### config.mk
export PLATFORM = sky130hd
export DESIGN_NAME = rxstat_top
export DESIGN_NICKNAME = d
export VERILOG_FILES = /design/src/rtl/rxstat_pkg.sv /design/src/rtl/rxstat_hold.sv /design/src/rtl/rxstat_ovr.sv /design/src/rtl/rxstat_prio.sv /design/src/rtl/rxstat_top.sv
export SDC_FILE = /design/constraint.sdc
export NUM_CORES = 1
export LEC_CHECK = 0
export ABC_AREA = 1
export CAP_MARGIN = 20
export CORE_ASPECT_RATIO = 1.25
export CORE_MARGIN = 8
export CORE_UTILIZATION = 33
export CTS_CLUSTER_SIZE = 16
export DETAILED_ROUTE_END_ITERATION = 10
export PLACE_DENSITY = 0.77
export SKIP_LAST_GASP = 1
export SLEW_MARGIN = 20
export SYNTH_ARGS = -nofsm -noshare
export SYNTH_HDL_FRONTEND = slang
export SYNTH_SLANG_ARGS = --single-unit
### constraint.sdc
create_clock -name clk -period 1.1 [get_ports clk]
set_clock_uncertainty 0.05 [all_clocks]
set_input_delay 0.11 -clock clk [delete_from_list [all_inputs] [get_ports clk]]
set_output_delay 0.11 -clock clk [all_outputs]
set_load 0.02 [all_outputs]
### src/rtl/rxstat_pkg.sv
package rxstat_pkg;
    localparam int NSRC    = 6;
    localparam int VEC_W   = 3;
    localparam int NAUX    = NSRC - 2;
    localparam logic [VEC_W-1:0] VEC_NONE = '1;

    localparam int SRC_RX_EXC = 0;
    localparam int SRC_RX     = 1;
    localparam int SRC_AUX0   = 2;

    typedef enum logic {
        HOLD_EMPTY,
        HOLD_FULL
    } hold_state_t;

    typedef enum logic [1:0] {
        OVR_NONE,
        OVR_SEEN,
        OVR_ARMED
    } ovr_state_t;
endpackage

### src/rtl/rxstat_hold.sv
module rxstat_hold
    import rxstat_pkg::*;
#(
    parameter int W = 8
) (
    input  logic         clk,
    input  logic         rst_n,
    input  logic         word_done,
    input  logic [W-1:0] word_in,
    input  logic         data_rd,
    output logic         full,
    output logic [W-1:0] data,
    output logic         ovr_evt
);
    hold_state_t state_q, state_d;
    logic [W-1:0] data_q;

    always_ff @(posedge clk) begin
        if (!rst_n) begin
            state_q <= HOLD_EMPTY;
            data_q  <= '0;
        end else begin
            state_q <= state_d;
            if (word_done) data_q <= word_in;
        end
    end

    always_comb begin
        state_d = state_q;
        ovr_evt = 1'b0;
        unique case (state_q)
            HOLD_EMPTY: begin
                if (word_done) state_d = HOLD_FULL;
            end
            HOLD_FULL: begin
                if (word_done) begin
                    state_d = HOLD_FULL;
                    ovr_evt = !data_rd;
                end else if (data_rd) begin
                    state_d = HOLD_EMPTY;
                end
            end
            default: state_d = HOLD_EMPTY;
        endcase
    end

    assign full = (state_q == HOLD_FULL);
    assign data = data_q;


    full_set_chk: assert property (@(posedge clk) disable iff (!rst_n)
        word_done |=> (full && data == $past(word_in)));


    overwrite_chk: assert property (@(posedge clk) disable iff (!rst_n)
        (word_done && full && !data_rd) |=> (full && data == $past(word_in)));
endmodule

### src/rtl/rxstat_ovr.sv
module rxstat_ovr
    import rxstat_pkg::*;
(
    input  logic clk,
    input  logic rst_n,
    input  logic ovr_evt,
    input  logic word_done,
    input  logic stat_rd,
    input  logic data_rd,
    output logic ovr
);
    ovr_state_t state_q, state_d;

    always_ff @(posedge clk) begin
        if (!rst_n) state_q <= OVR_NONE;
        else        state_q <= state_d;
    end

    always_comb begin
        state_d = state_q;
        unique case (state_q)
            OVR_NONE: begin
                if (ovr_evt) state_d = OVR_SEEN;
            end
            OVR_SEEN: begin
                if (stat_rd && !word_done) state_d = OVR_ARMED;
            end
            OVR_ARMED: begin
                if (word_done)    state_d = OVR_SEEN;
                else if (data_rd) state_d = OVR_NONE;
            end
            default: state_d = OVR_NONE;
        endcase
    end

    assign ovr = (state_q != OVR_NONE);


    ovr_set_chk: assert property (@(posedge clk) disable iff (!rst_n)
        ovr_evt |=> ovr);


    ovr_clear_chk: assert property (@(posedge clk) disable iff (!rst_n)
        $fell(ovr) |-> ($past(data_rd) && !$past(word_done)));
endmodule

### src/rtl/rxstat_prio.sv
module rxstat_prio
    import rxstat_pkg::*;
#(
    parameter int N  = NSRC,
    parameter int VW = VEC_W
) (
    input  logic [N-1:0]  req,
    output logic          pending,
    output logic [VW-1:0] vec
);
    logic [N:0]   above;
    logic [N-1:0] grant;
    logic [VW-1:0] vec_or;

    assign above[0] = 1'b0;
    for (genvar i = 0; i < N; i++) begin : g_chain
        assign grant[i]   = req[i] & ~above[i];
        assign above[i+1] = above[i] | req[i];
    end

    always_comb begin
        vec_or = '0;
        for (int i = 0; i < N; i++) begin
            if (grant[i]) vec_or = vec_or | VW'(i);
        end
    end

    assign pending = above[N];
    assign vec     = pending ? vec_or : '1;


    grant_onehot_chk: assert final ($onehot0(grant));


    vec_range_chk: assert final (!pending || (int'(vec) < N));
endmodule

### src/rtl/rxstat_top.sv
module rxstat_top
    import rxstat_pkg::*;
#(
    parameter int W = 8
) (
    input  logic             clk,
    input  logic             rst_n,
    input  logic             word_done,
    input  logic [W-1:0]     word_in,
    input  logic             stat_rd,
    input  logic             data_rd,
    input  logic [NSRC-1:0]  ien,
    input  logic [NAUX-1:0]  aux_req,
    output logic [W-1:0]     rx_data,
    output logic             stat_full,
    output logic             stat_ovr,
    output logic             irq_rx_exc,
    output logic             irq_rx,
    output logic             irq_pending,
    output logic [VEC_W-1:0] irq_vec
);
    logic            ovr_evt;
    logic [NSRC-1:0] req;

    rxstat_hold #(.W(W)) u_hold (
        .clk       (clk),
        .rst_n     (rst_n),
        .word_done (word_done),
        .word_in   (word_in),
        .data_rd   (data_rd),
        .full      (stat_full),
        .data      (rx_data),
        .ovr_evt   (ovr_evt)
    );

    rxstat_ovr u_ovr (
        .clk       (clk),
        .rst_n     (rst_n),
        .ovr_evt   (ovr_evt),
        .word_done (word_done),
        .stat_rd   (stat_rd),
        .data_rd   (data_rd),
        .ovr       (stat_ovr)
    );

    assign irq_rx_exc = ien[SRC_RX_EXC] & stat_full &  stat_ovr;
    assign irq_rx     = ien[SRC_RX]     & stat_full & ~stat_ovr;

    always_comb begin
        req = '0;
        req[SRC_RX_EXC] = irq_rx_exc;
        req[SRC_RX]     = irq_rx;
        for (int i = 0; i < NAUX; i++) begin
            req[SRC_AUX0+i] = aux_req[i] & ien[SRC_AUX0+i];
        end
    end

    rxstat_prio #(.N(NSRC), .VW(VEC_W)) u_prio (
        .req     (req),
        .pending (irq_pending),
        .vec     (irq_vec)
    );


    irq_excl_chk: assert property (@(posedge clk) disable iff (!rst_n)
        !(irq_rx && irq_rx_exc));


    reset_vec_chk: assert property (@(posedge clk)
        $rose(rst_n) |-> (!stat_full && !stat_ovr));
endmodule

== Word level (Yosys, flattened, before mapping) ==
Cells that the tools add are included.
Storage, ports and cells
  register bits after elaboration: 11
Operators by class
  equal/unequal tests: 5
  multiplexer cells: 17
  bitwise logic cells: 25
  reductions and logical operators: 6
Operator list (number)
  $and A1 B1 Y1: 13
  $mux W2: 6
  $mux W3: 3
  $not A1 Y1: 7
  $mux W1: 6
  $pmux W2 S3: 1
  $or A1 B1 Y1: 5
  $ne A3 B3 Y1 const B: 1
  $reduce_and A3 Y1: 1
  $eq A2 B1 Y1 const B: 1
  $eq A2 B2 Y1 const B: 1
  $logic_not A1 Y1: 2
  $logic_not A2 Y1: 1
  $ne A2 B1 Y1 const B: 1
  $ne A2 B2 Y1 const B: 1
  $pmux W1 S2: 1
  $reduce_bool A2 Y1: 1
  $logic_and A1 B1 Y1: 1

== Depth between registers and ports, before layout ==
Gate-level depths: netlist of run 1.
  depth in word-level cells: 11
  depth in mapped cells: 6
  gate-level depth less buffers: 6

== Hierarchy ==
A second synthesis of run 1 with hierarchy kept.
Second synthesis, totals
  cells, all modules: 86
  area total of the unflattened synthesis: 558.0 um^2
Modules (own cells, without submodules)
  rxstat_hold: instances 1, cells an instance 39, area each 307.8 um^2, seq. area each 180.2 um^2
  rxstat_ovr: instances 1, cells an instance 19, area each 121.4 um^2, seq. area each 40.0 um^2
  rxstat_prio: instances 1, cells an instance 15, area each 80.1 um^2, seq. area each 0.0 um^2
  rxstat_top: instances 1, cells an instance 13, area each 48.8 um^2, seq. area each 0.0 um^2

== Worst setup path after synthesis of run 1 ==
Ideal clock, no wire load.
  path type: register -> output
  start point: register u_ovr.state_q[1]
  end point: output port irq_vec[1]
  arrival time: 1.016 ns
  slack: -0.076 ns
  stages on the path, launching flop included: 6
  buffers on the path: 0
  cell sequence: dfxtp_1 nor2_2 inv_2 nand3_4 nand2_2 nor2_1
On the way
  word-level cells in the longest chain between the ends: 11
Ends and longest elaborated chain
  start, declared: RTL line rxstat_ovr.sv:12  | ovr_state_t state_q, state_d;
  start signal, assigned: RTL line rxstat_ovr.sv:16  | else state_q <= state_d;
  $reduce_bool A2 Y1 (*): RTL line rxstat_ovr.sv:36  | assign ovr = (state_q != OVR_NONE);
  named net stat_ovr: RTL line rxstat_top.sv:16  | output logic stat_ovr,
  $not A1 Y1: RTL line rxstat_top.sv:47  | assign irq_rx = ien[SRC_RX] & stat_full & ~stat_ovr;
  $and A1 B1 Y1: RTL line rxstat_top.sv:47
  $or A1 B1 Y1 (*): RTL line rxstat_prio.sv:18  | assign above[i+1] = above[i] | req[i];
  $not A1 Y1 or $or A1 B1 Y1 (tied branches): RTL line rxstat_prio.sv:17, rxstat_prio.sv:18
  $and A1 B1 Y1 or $not A1 Y1 (tied branches): RTL line rxstat_prio.sv:17  | assign grant[i] = req[i] & ~above[i];
  $mux W2 or $and A1 B1 Y1 (tied branches): RTL line rxstat_prio.sv:24, rxstat_prio.sv:17
  $mux W2: RTL line rxstat_prio.sv:24  | if (grant[i]) vec_or = vec_or | VW'(i);
  $mux W3 (2 in series): RTL line rxstat_prio.sv:24
  $mux W3 (*): RTL line rxstat_prio.sv:29  | assign vec = pending ? vec_or : '1;
  end, declared: RTL line rxstat_top.sv:20  | output logic [VEC_W-1:0] irq_vec
Mark *: on every way through the listed nets, which the timed path passes. The rest lies on a longest branch.

== Worst setup path in the final report of run 1 ==
  start point: register u_ovr.state_q[0]
  end point: output port irq_pending
On the way
  word-level cells in the longest chain between the ends: 8
Ends and longest elaborated chain
  $reduce_bool A2 Y1 (*): RTL line rxstat_ovr.sv:36
  $not A1 Y1: RTL line rxstat_top.sv:47
  $and A1 B1 Y1: RTL line rxstat_top.sv:47
  $or A1 B1 Y1 (*) (5 in series): RTL line rxstat_prio.sv:18
  end, declared: RTL line rxstat_top.sv:19  | output logic irq_pending,
Every way passes the cells marked *; elsewhere a longest branch is shown, timed or not.

==> results.toml, run 1 <==
[setup_path]
crit_family = "simple AND/OR/NAND/NOR gates"
cp_slowest_stage_delay_ns = 0.33
cp.arrival_ns = 1.26
cp_max_fo = 3
critPathCaptureType = "output port"
start_kind = "register"
path_class = "reg -> out"
crit_required_ns = 0.94
critical_path_buf_inv_count = 2
path_cells = "nor2_4 > buf_12 > nand3_4 > nand2_4 > nor2_4 > nand2_4 > buf_6"
crit_slowest_cell = "dfxtp_2"

[logic_synthesis]
synth-edff-count = 0
synth.avg_cell_area_um2 = 6.59
netlist_area_um2 = 541
synth-seq-cells = 11
synth_ff_type = "dfxtp_1"
ys_top_cells_by_count = "23 x nor2_1, 13 x nand2_1, 11 x dfxtp_1"
yosys_warnings = 0
yosysMostFrequentCell = "nor2_1"
async_reset_ff_share_pct = 0
synthTopCellsByArea = "dfxtp_1 41%, nor2_1 16%, nand2_1 9.0%"
seq_area_frac_synth_pct = 40.7
yosysTopAreaCell = "dfxtp_1"
synth_cells = 82
synthDistinctLibCells = 14
synthesis.nets = 105
synth_top_area_share_pct = 40.7

[timing]
rsz0062_at_grt = "true"
min_period_over_period_pct = 129
period_minus_slack_ns = 1.42
setup_viol = 7
slew_viol_final = 0
max-slew-margin-rel_pct = 80.6
worst_slew_pin_slew_ns = 0.290
fin_ws_ns = -0.318
max_freq_mhz = 705
finalHoldViolCount = 0

[global_route]
grt_pass1_vias = 723
grt_max_degree = 11
antenna_found_initial = 0
grt-ovfl-total = 0
grt_pass1_wl_um = 3100
grtUsageTotal_pct = 12.5

[detailed_routing]
wirelength_um = 1880
drt_iter0_markers = 7
via_count = 685
wl_per_cell_um = 12.7
postRouteAntennaNets = 0
first_pass_iters = 2
drc = 0
routed_via_density = 4.63

[clock_tree]
clock-sinks = 11
root_buffer = "clkbuf_4"
numCtsBuffers = 3
tritoncts = "yes"
clk_pin_slew_ns = 0.07
clk_path_buf_depth = 2
hold_buffers = 0
cts_max_level = 1
clk_latency_ns = 0.26

[layout]
seq_area_um2 = 224
multi_input_area_um2 = 315
n_antenna_cell = 0
num-fill-cells = 127
areaGrowthSynthToFinish_pct = 99.3
final_net_count = 154
drive_gt1_share_pct = 26.9
finalNonFillerCells = 148
finalInstanceArea_um2 = 1080

[placement]
dpl_cell_area_um2 = 1010
routabilityCongestion = 0.820
placed_cells = 142
place_hpwl_um = 1550
port_buffers = 38

[worst_hold_path]
hold_path_class = "in -> reg"

[floorplanning]
dieArea_um2 = 3200
initial_core_util_pct = 34.6
die-width_um = 52.2
row_count = 16
io_pins = 39
core_region_area_um2 = 1560
fp.dieH_um = 61.3

[job]
cap_violations = 0

[power]
swShare_pct = 29.4
total_leakage_power_nw = 0.510
netSwitchingPower_w = 0.000316
pwr-share-comb_pct = 34.3
p_seq_share_pct = 41.1
p_int_w = 0.000758
ir_drop_mv = 0.879
clkPwrFrac_pct = 24.5
power_density_nw_per_um2 = 998

[status]
status = "finished with violations"
violations = "setup timing"
==> final timing paths <==
path	from	endpoint	slack (ns)	depth (start not counted)
setup reg to reg	u_ovr.state_q[0]	u_ovr.state_q[0]	0.03	7
setup / recovery	u_ovr.state_q[0]	irq_pending	-0.32	7
hold reg to reg	u_hold.data[2]	u_hold.data[2]	0.46	2
hold / removal	word_in[2]	u_hold.data[2]	0.38	3
==> power groups by stage <==
stage | combinational (W) | sequential [W] | clock, W
6_report | 0.000369 | 0.000442 | 0.000263
5_1_grt | 0.000400 | 0.000444 | 0.000283
4_1_cts | 0.000348 | 0.000441 | 0.000273
3_5_place_dp | 0.000355 | 0.000450 | 0
3_3_place_gp | 0.000348 | 0.000448 | 0
2_1_floorplan | 0.000126 | 0.000478 | 0
==> layout by cell type (no fill, tap or decap), types with 2 or more instances in the layout <==
master | Yosys | layout
clkbuf_2 | 0 | 2
nand2_1 | 13 | 12
nor2_1 | 23 | 22
nand2_4 | 0 | 3
clkdlybuf4s15_1 | 0 | 5
nand3_1 | 7 | 5
inv_1 | 8 | 8
nor2_4 | 1 | 2
clkdlybuf4s50_1 | 0 | 22
dfxtp_1 | 11 | 8
a21oi_1 | 3 | 3
buf_4 | 0 | 8
dfxtp_2 | 0 | 3
buf_6 | 0 | 6
clkbuf_4 | 0 | 3
nand3_4 | 1 | 2
o21ai_0 | 8 | 8
==> what timing repair did <==
item / in CTS / in global routing
setup buffers: 1 / 1
pin swaps: 4 / 4
resized for setup: 49 / 16
setup endpoints to repair: 16 / 15
hold endpoints to repair: 0 / 0
==> worst register-to-register path, delay by kind of cell (launching register included) <==
family,cells,cell delay [ns]
flip-flops,1,0.33
buffers and inverters,2,0.21
AND/OR/NAND/NOR,5,0.42
==> cell families after synthesis <==
family | count (synthesis) | synth area share [%]
AOI/OAI and AO/OA | 11 | 10.2
buffers and inverters | 12 | 8.80
DFF | 11 | 40.7
and+or+nand+nor | 48 | 40.3
==> cell type report <==
type                       count  area share (%)
multi-input combinational     59            29.3
sequential                    11            20.8
clock buffer                   4            2.44
timing repair buffer          47            42.0
inverter                       9            3.37
tap                           18            2.09
==> flip-flops by register name, indices dropped and copies added (netlist names) <==
signal / count
u_ovr.state_q: 2
u_hold.data: 8
u_hold.full: 1
==> metrics by stage <==
step                      total power (W)  setup TNS [ns]  hold WS (ns)  util [%]  setup WS [ns]
final                             0.00107           -1.67         0.382      69.0         -0.318
after global routing              0.00113           -2.04         0.408      69.0         -0.375
after CTS                         0.00106           -1.74         0.379      66.7         -0.324
after detailed placement         0.000805           -4.76         0.441      64.4         -0.656
after global placement           0.000796           -4.50         0.424      64.4         -0.591
after floorplan                  0.000604         -0.0437         0.195         -        -0.0437
==> layer usage <==
layer,vias up,part of all wire [%],track usage [%]
met4,0,0.43,4.44
met1,296,36,10.9
met2,35,49,23.4
met5,-,0,0
met3,2,15,6.76
li1,352,-,-
Power figures use the tool's default switching activity.
==> run 2, diff against run 1 <==
CAP_MARGIN = unset   (was 20)
RECOVER_POWER = 50   (was unset)
==> results.toml, run 2 (synthesis results as in run 1) <==
[global_route]
grt_pass1_vias = 723
grt-ovfl-total = 0
grt_pass1_wl_um = 3100
grtUsageTotal_pct = 12.5
grt_max_degree = 11
antenna_found_initial = 0

[setup_path]
cp_slowest_stage_delay_ns = 0.33
start_kind = "register"
cp.arrival_ns = 1.26
critPathCaptureType = "output port"
crit_required_ns = 0.94
path_cells = "nor2_4 > buf_12 > nand3_4 > nand2_4 > nor2_4 > nand2_4 > buf_6"
crit_family = "simple AND/OR/NAND/NOR gates"
cp_max_fo = 3
critical_path_buf_inv_count = 2
path_class = "reg -> out"
crit_slowest_cell = "dfxtp_2"

[floorplanning]
core_region_area_um2 = 1560
dieArea_um2 = 3200
io_pins = 39
fp.dieH_um = 61.3
initial_core_util_pct = 34.6
row_count = 16
die-width_um = 52.2

[layout]
finalNonFillerCells = 148
n_antenna_cell = 0
areaGrowthSynthToFinish_pct = 98.8
final_common_cell = "nor2_1"
largest_register_ffs = 8
layout_common_cells = "22 x nor2_1, 21 x clkdlybuf4s50_1, 12 x nand2_1"
final_net_count = 154
drive_gt1_share_pct = 25.4
finalInstanceArea_um2 = 1070

[status]
status = "finished with violations"
violations = "setup timing"

[timing]
fin_ws_ns = -0.318
period_minus_slack_ns = 1.42
rsz0062_at_grt = "true"
worst_slew_pin_slew_ns = 0.289
setup_viol = 7
max-slew-margin-rel_pct = 80.7
min_period_over_period_pct = 129
slew_viol_final = 0
tns_ns = -1.67
max_freq_mhz = 705
finalHoldViolCount = 0

[detailed_routing]
drt_iter0_markers = 8
wirelength_um = 1880
via_count = 684
drc = 0
wl_per_cell_um = 12.7
routed_via_density = 4.62
postRouteAntennaNets = 0
first_pass_iters = 2

[clock_tree]
tritoncts = "yes"
clk_pin_slew_ns = 0.07
numCtsBuffers = 3
cts_max_level = 1
clk_latency_ns = 0.26
root_buffer = "clkbuf_4"
clk_path_buf_depth = 2
clock-sinks = 11

[placement]
routabilityCongestion = 0.820
port_buffers = 38
placed_cells = 142
place_hpwl_um = 1550
dpl_cell_area_um2 = 1010

[worst_hold_path]
hold_path_class = "in -> reg"

[power]
ir_drop_mv = 0.880
power_density_nw_per_um2 = 998
total_leakage_power_nw = 0.503

[job]
cap_violations = 0
[run 2: power by group]
| group | switching [W] | leakage [nW] | total, W | internal, W |
|---|---|---|---|---|
| Clock | 0.000123 | 0.0150 | 0.000263 | 0.000140 |
| Combinational | 0.000175 | 0.396 | 0.000367 | 0.000191 |
| Sequential | 0.0000172 | 0.0923 | 0.000442 | 0.000425 |
| Total | 0.000316 | 0.503 | 0.00107 | 0.000756 |
[run 2: area by class of cell]
type	instances	area (µm²)
fillers	129	487
repair buffers	47	450
multi-input cells	59	315
flip-flops and latches	11	224
inverters	9	36.3
clock buffers	4	26.3
well taps	18	22.5
[run 2: what timing repair did]
item                       4_1_cts  5_1_grt
setup buffers                    1        1
setup endpoints to repair       16       15
hold buffers                     0        0
gates resized for setup         49       16
pin swaps                        4        4
[run 2: per-stage QoR]
step | power [W] | worst slack [ns] | utilization (%) | hold slack [ns]
after global placement | 0.000796 | -0.591 | 64.4 | 0.424
after floorplan | 0.000604 | -0.0437 | - | 0.195
after detailed placement | 0.000805 | -0.656 | 64.4 | 0.441
final | 0.00107 | -0.318 | 68.8 | 0.382
after global routing | 0.00113 | -0.375 | 68.8 | 0.408
after CTS | 0.00106 | -0.324 | 66.7 | 0.379
[run 2: worst register-to-register path: cells and delay by family, from the launching register on]
| family | cells | cell delay [ns] |
|---|---|---|
| AND/OR/NAND/NOR | 5 | 0.42 |
| buffers and inverters | 2 | 0.21 |
| flip-flops | 1 | 0.33 |
[run 2: per-layer routing]
layer,vias to the layer above,global-route usage [%],share of wire (%)
met5,-,0,0
met4,0,4.44,0.43
met3,2,6.76,14
met2,35,23.4,49
met1,295,10.9,36
li1,352,-,-
[run 2: final timing paths]
kind | start | to | slack, ns | cells after the start
worst max-delay path | u_ovr.state_q[0] | irq_pending | -0.32 | 7
worst min-delay path | word_in[2] | u_hold.data[2] | 0.38 | 3
worst max register to register | u_ovr.state_q[0] | u_ovr.state_q[0] | 0.03 | 7
worst min register to register | u_hold.data[2] | u_hold.data[2] | 0.46 | 2
==> run 3, diff against run 2 <==
CORE_ASPECT_RATIO = unset   (was 1.25)
CORE_UTILIZATION = 35   (was 33)
GPL_TIMING_DRIVEN = 0   (was unset)
PLACE_DENSITY = 0.81   (was 0.77)
clock period = 1.83 ns   (was 1.1 ns; I/O delays follow)
==> results.toml, run 3 (synthesis results as in run 1) <==
[setup_path]
r2r-end = "u_ovr.state_q[0]"
critPathCaptureType = "output port"
cp.arrival_ns = 1.49
crit_family = "simple AND/OR/NAND/NOR gates"
path_class = "reg -> out"
path_cells = "nor2_2 > nand3_1 > nand2_2 > nor2_4 > nand2_2 > dlygate4sd2_1"
reg2reg_from = "u_hold.full"
critical_path_buf_inv_count = 1
crit_slowest_cell = "dfxtp_1"
critPathMostFrequentCell = "nand2_2"
start_kind = "register"
rrSetupSlack_ns = 0.84
crit_required_ns = 1.60
cp_max_fo = 6
cp_slowest_stage_delay_ns = 0.36
worst-r2r-cell-count = 5

[detailed_routing]
wirelength_um = 1700
wl_met2_um = 730
wl_per_cell_um = 12.2
drc = 0
postRouteAntennaNets = 0
routed_via_density = 4.69
drt_iter0_markers = 7
drt-met1-wl_um = 783
highest_layer = "met3"
first_pass_iters = 2
dr_wl_met3_um = 182
via_count = 652

[timing]
max_freq_mhz = 582
setup_viol = 0
period_minus_slack_ns = 1.72
max-slew-margin-rel_pct = 71.2
fin_ws_ns = 0.111
finalHoldViolCount = 0
worst_slew_pin_slew_ns = 0.432
rsz0062_at_grt = "false"
slew_viol_final = 0
min_period_over_period_pct = 93.9

[global_route]
grtUsageTotal_pct = 10.9
antenna_found_initial = 0
grt_max_degree = 11
grt_pass1_vias = 654
grt-ovfl-total = 0
grt_pass1_wl_um = 2890

[worst_hold_path]
hold_path_class = "in -> reg"
min_path_cells = 3
hold_start = "rst_n"
hold_path_end = "u_hold.full"

[floorplanning]
row_count = 14
io_pins = 39
dieArea_um2 = 3060
initial_core_util_pct = 36.7
core_region_area_um2 = 1470
fp.dieH_um = 55.3
die-width_um = 55.3

[placement]
port_buffers = 37
placed_cells = 135
routabilityCongestion = 0.796
place_hpwl_um = 1410
pre_cts_ws_ns = -0.0107

[layout]
layout_common_cells = "28 x clkdlybuf4s50_1, 23 x nor2_1, 13 x nand2_1, 11 x dfxtp_1"
largest_register_ffs = 8
finalNonFillerCells = 139
final_common_cell = "clkdlybuf4s50_1"
drive_gt1_share_pct = 7.32
n_antenna_cell = 0
areaGrowthSynthToFinish_pct = 75.9
final_net_count = 147

[clock_tree]
clock-sinks = 11
cts_max_level = 1
clk_path_buf_depth = 2
hold_buffers = 0
postCtsSetupRepairBufs = 0
numCtsBuffers = 3
cts.repair.resized = 5
clk_latency_ns = 0.26
root_buffer = "clkbuf_4"
clk_pin_slew_ns = 0.07
tritoncts = "yes"

[power]
total_leakage_power_nw = 0.450
ir_drop_mv = 0.403
power_density_nw_per_um2 = 638

[job]
cap_violations = 0

[status]
status = "complete, no violations"
-- run 3: cell count changes in the layout (fill, tap and decap cells not counted), moves of 3 or more --
cell	delta
buf_6	-6
dlygate4sd2_1	+4
nand2_4	-3
buf_4	-8
dfxtp_2	-3
clkdlybuf4s15_1	-5
dfxtp_1	+3
clkdlybuf4s50_1	+7
-- run 3: power by group --
| part | internal [W] | switching, W | total, W |
|---|---|---|---|
| logic | 0.0000936 | 0.0000896 | 0.000183 |
| clock network | 0.0000841 | 0.0000738 | 0.000158 |
| registers | 0.000255 | 0.0000106 | 0.000265 |
-- run 3: cell type report --
type / instances / area [µm²]
timing repair buffer: 37 / 367
inverter: 9 / 33.8
sequential: 11 / 220
tap: 16 / 20.0
fill: 153 / 520
clock buffer: 4 / 26.3
buffer: 3 / 11.3
multi-input combinational: 59 / 273
-- run 3: worst min-delay path: stages --
cell      delay [ns]
clkbuf_1        0.18
inv_1           0.11
a21oi_1         0.04
-- run 3: worst max-delay path by stage --
stage | start | to | slack [ns] | cells after the start
floorplan | u_ovr.state_q[1] | irq_vec[1] | 0.58 | 5
global placement | aux_req[1] | irq_vec[1] | 0.002 | 6
detailed placement | aux_req[1] | irq_vec[1] | -0.01 | 6
CTS | u_ovr.state_q[1] | irq_rx_exc | 0.0004 | 5
global route | u_ovr.state_q[1] | irq_pending | 0.006 | 6
finish | u_ovr.state_q[1] | irq_pending | 0.11 | 6
-- run 3: per-layer routing --
metal,up-vias,GRT usage (%)
li1,337,-
met1,283,12.7
met2,32,17.0
met3,0,5.02
met4,0,4.23
met5,-,0
-- run 3: metrics by stage --
| step | total power, W | hold WS, ns | setup TNS, ns | util (%) | instance area (µm²) |
|---|---|---|---|---|---|
| 2_1_floorplan | 0.000356 | 0.268 | 0 | - | 541 |
| 3_3_place_gp | 0.000462 | 0.427 | 0 | 63.3 | 931 |
| 3_5_place_dp | 0.000466 | 0.439 | -0.0107 | 63.3 | 931 |
| 4_1_cts | 0.000617 | 0.249 | 0 | 64.6 | 951 |
| 5_1_grt | 0.000643 | 0.285 | 0 | 64.6 | 951 |
| 6_report | 0.000607 | 0.252 | 0 | 64.6 | 951 |
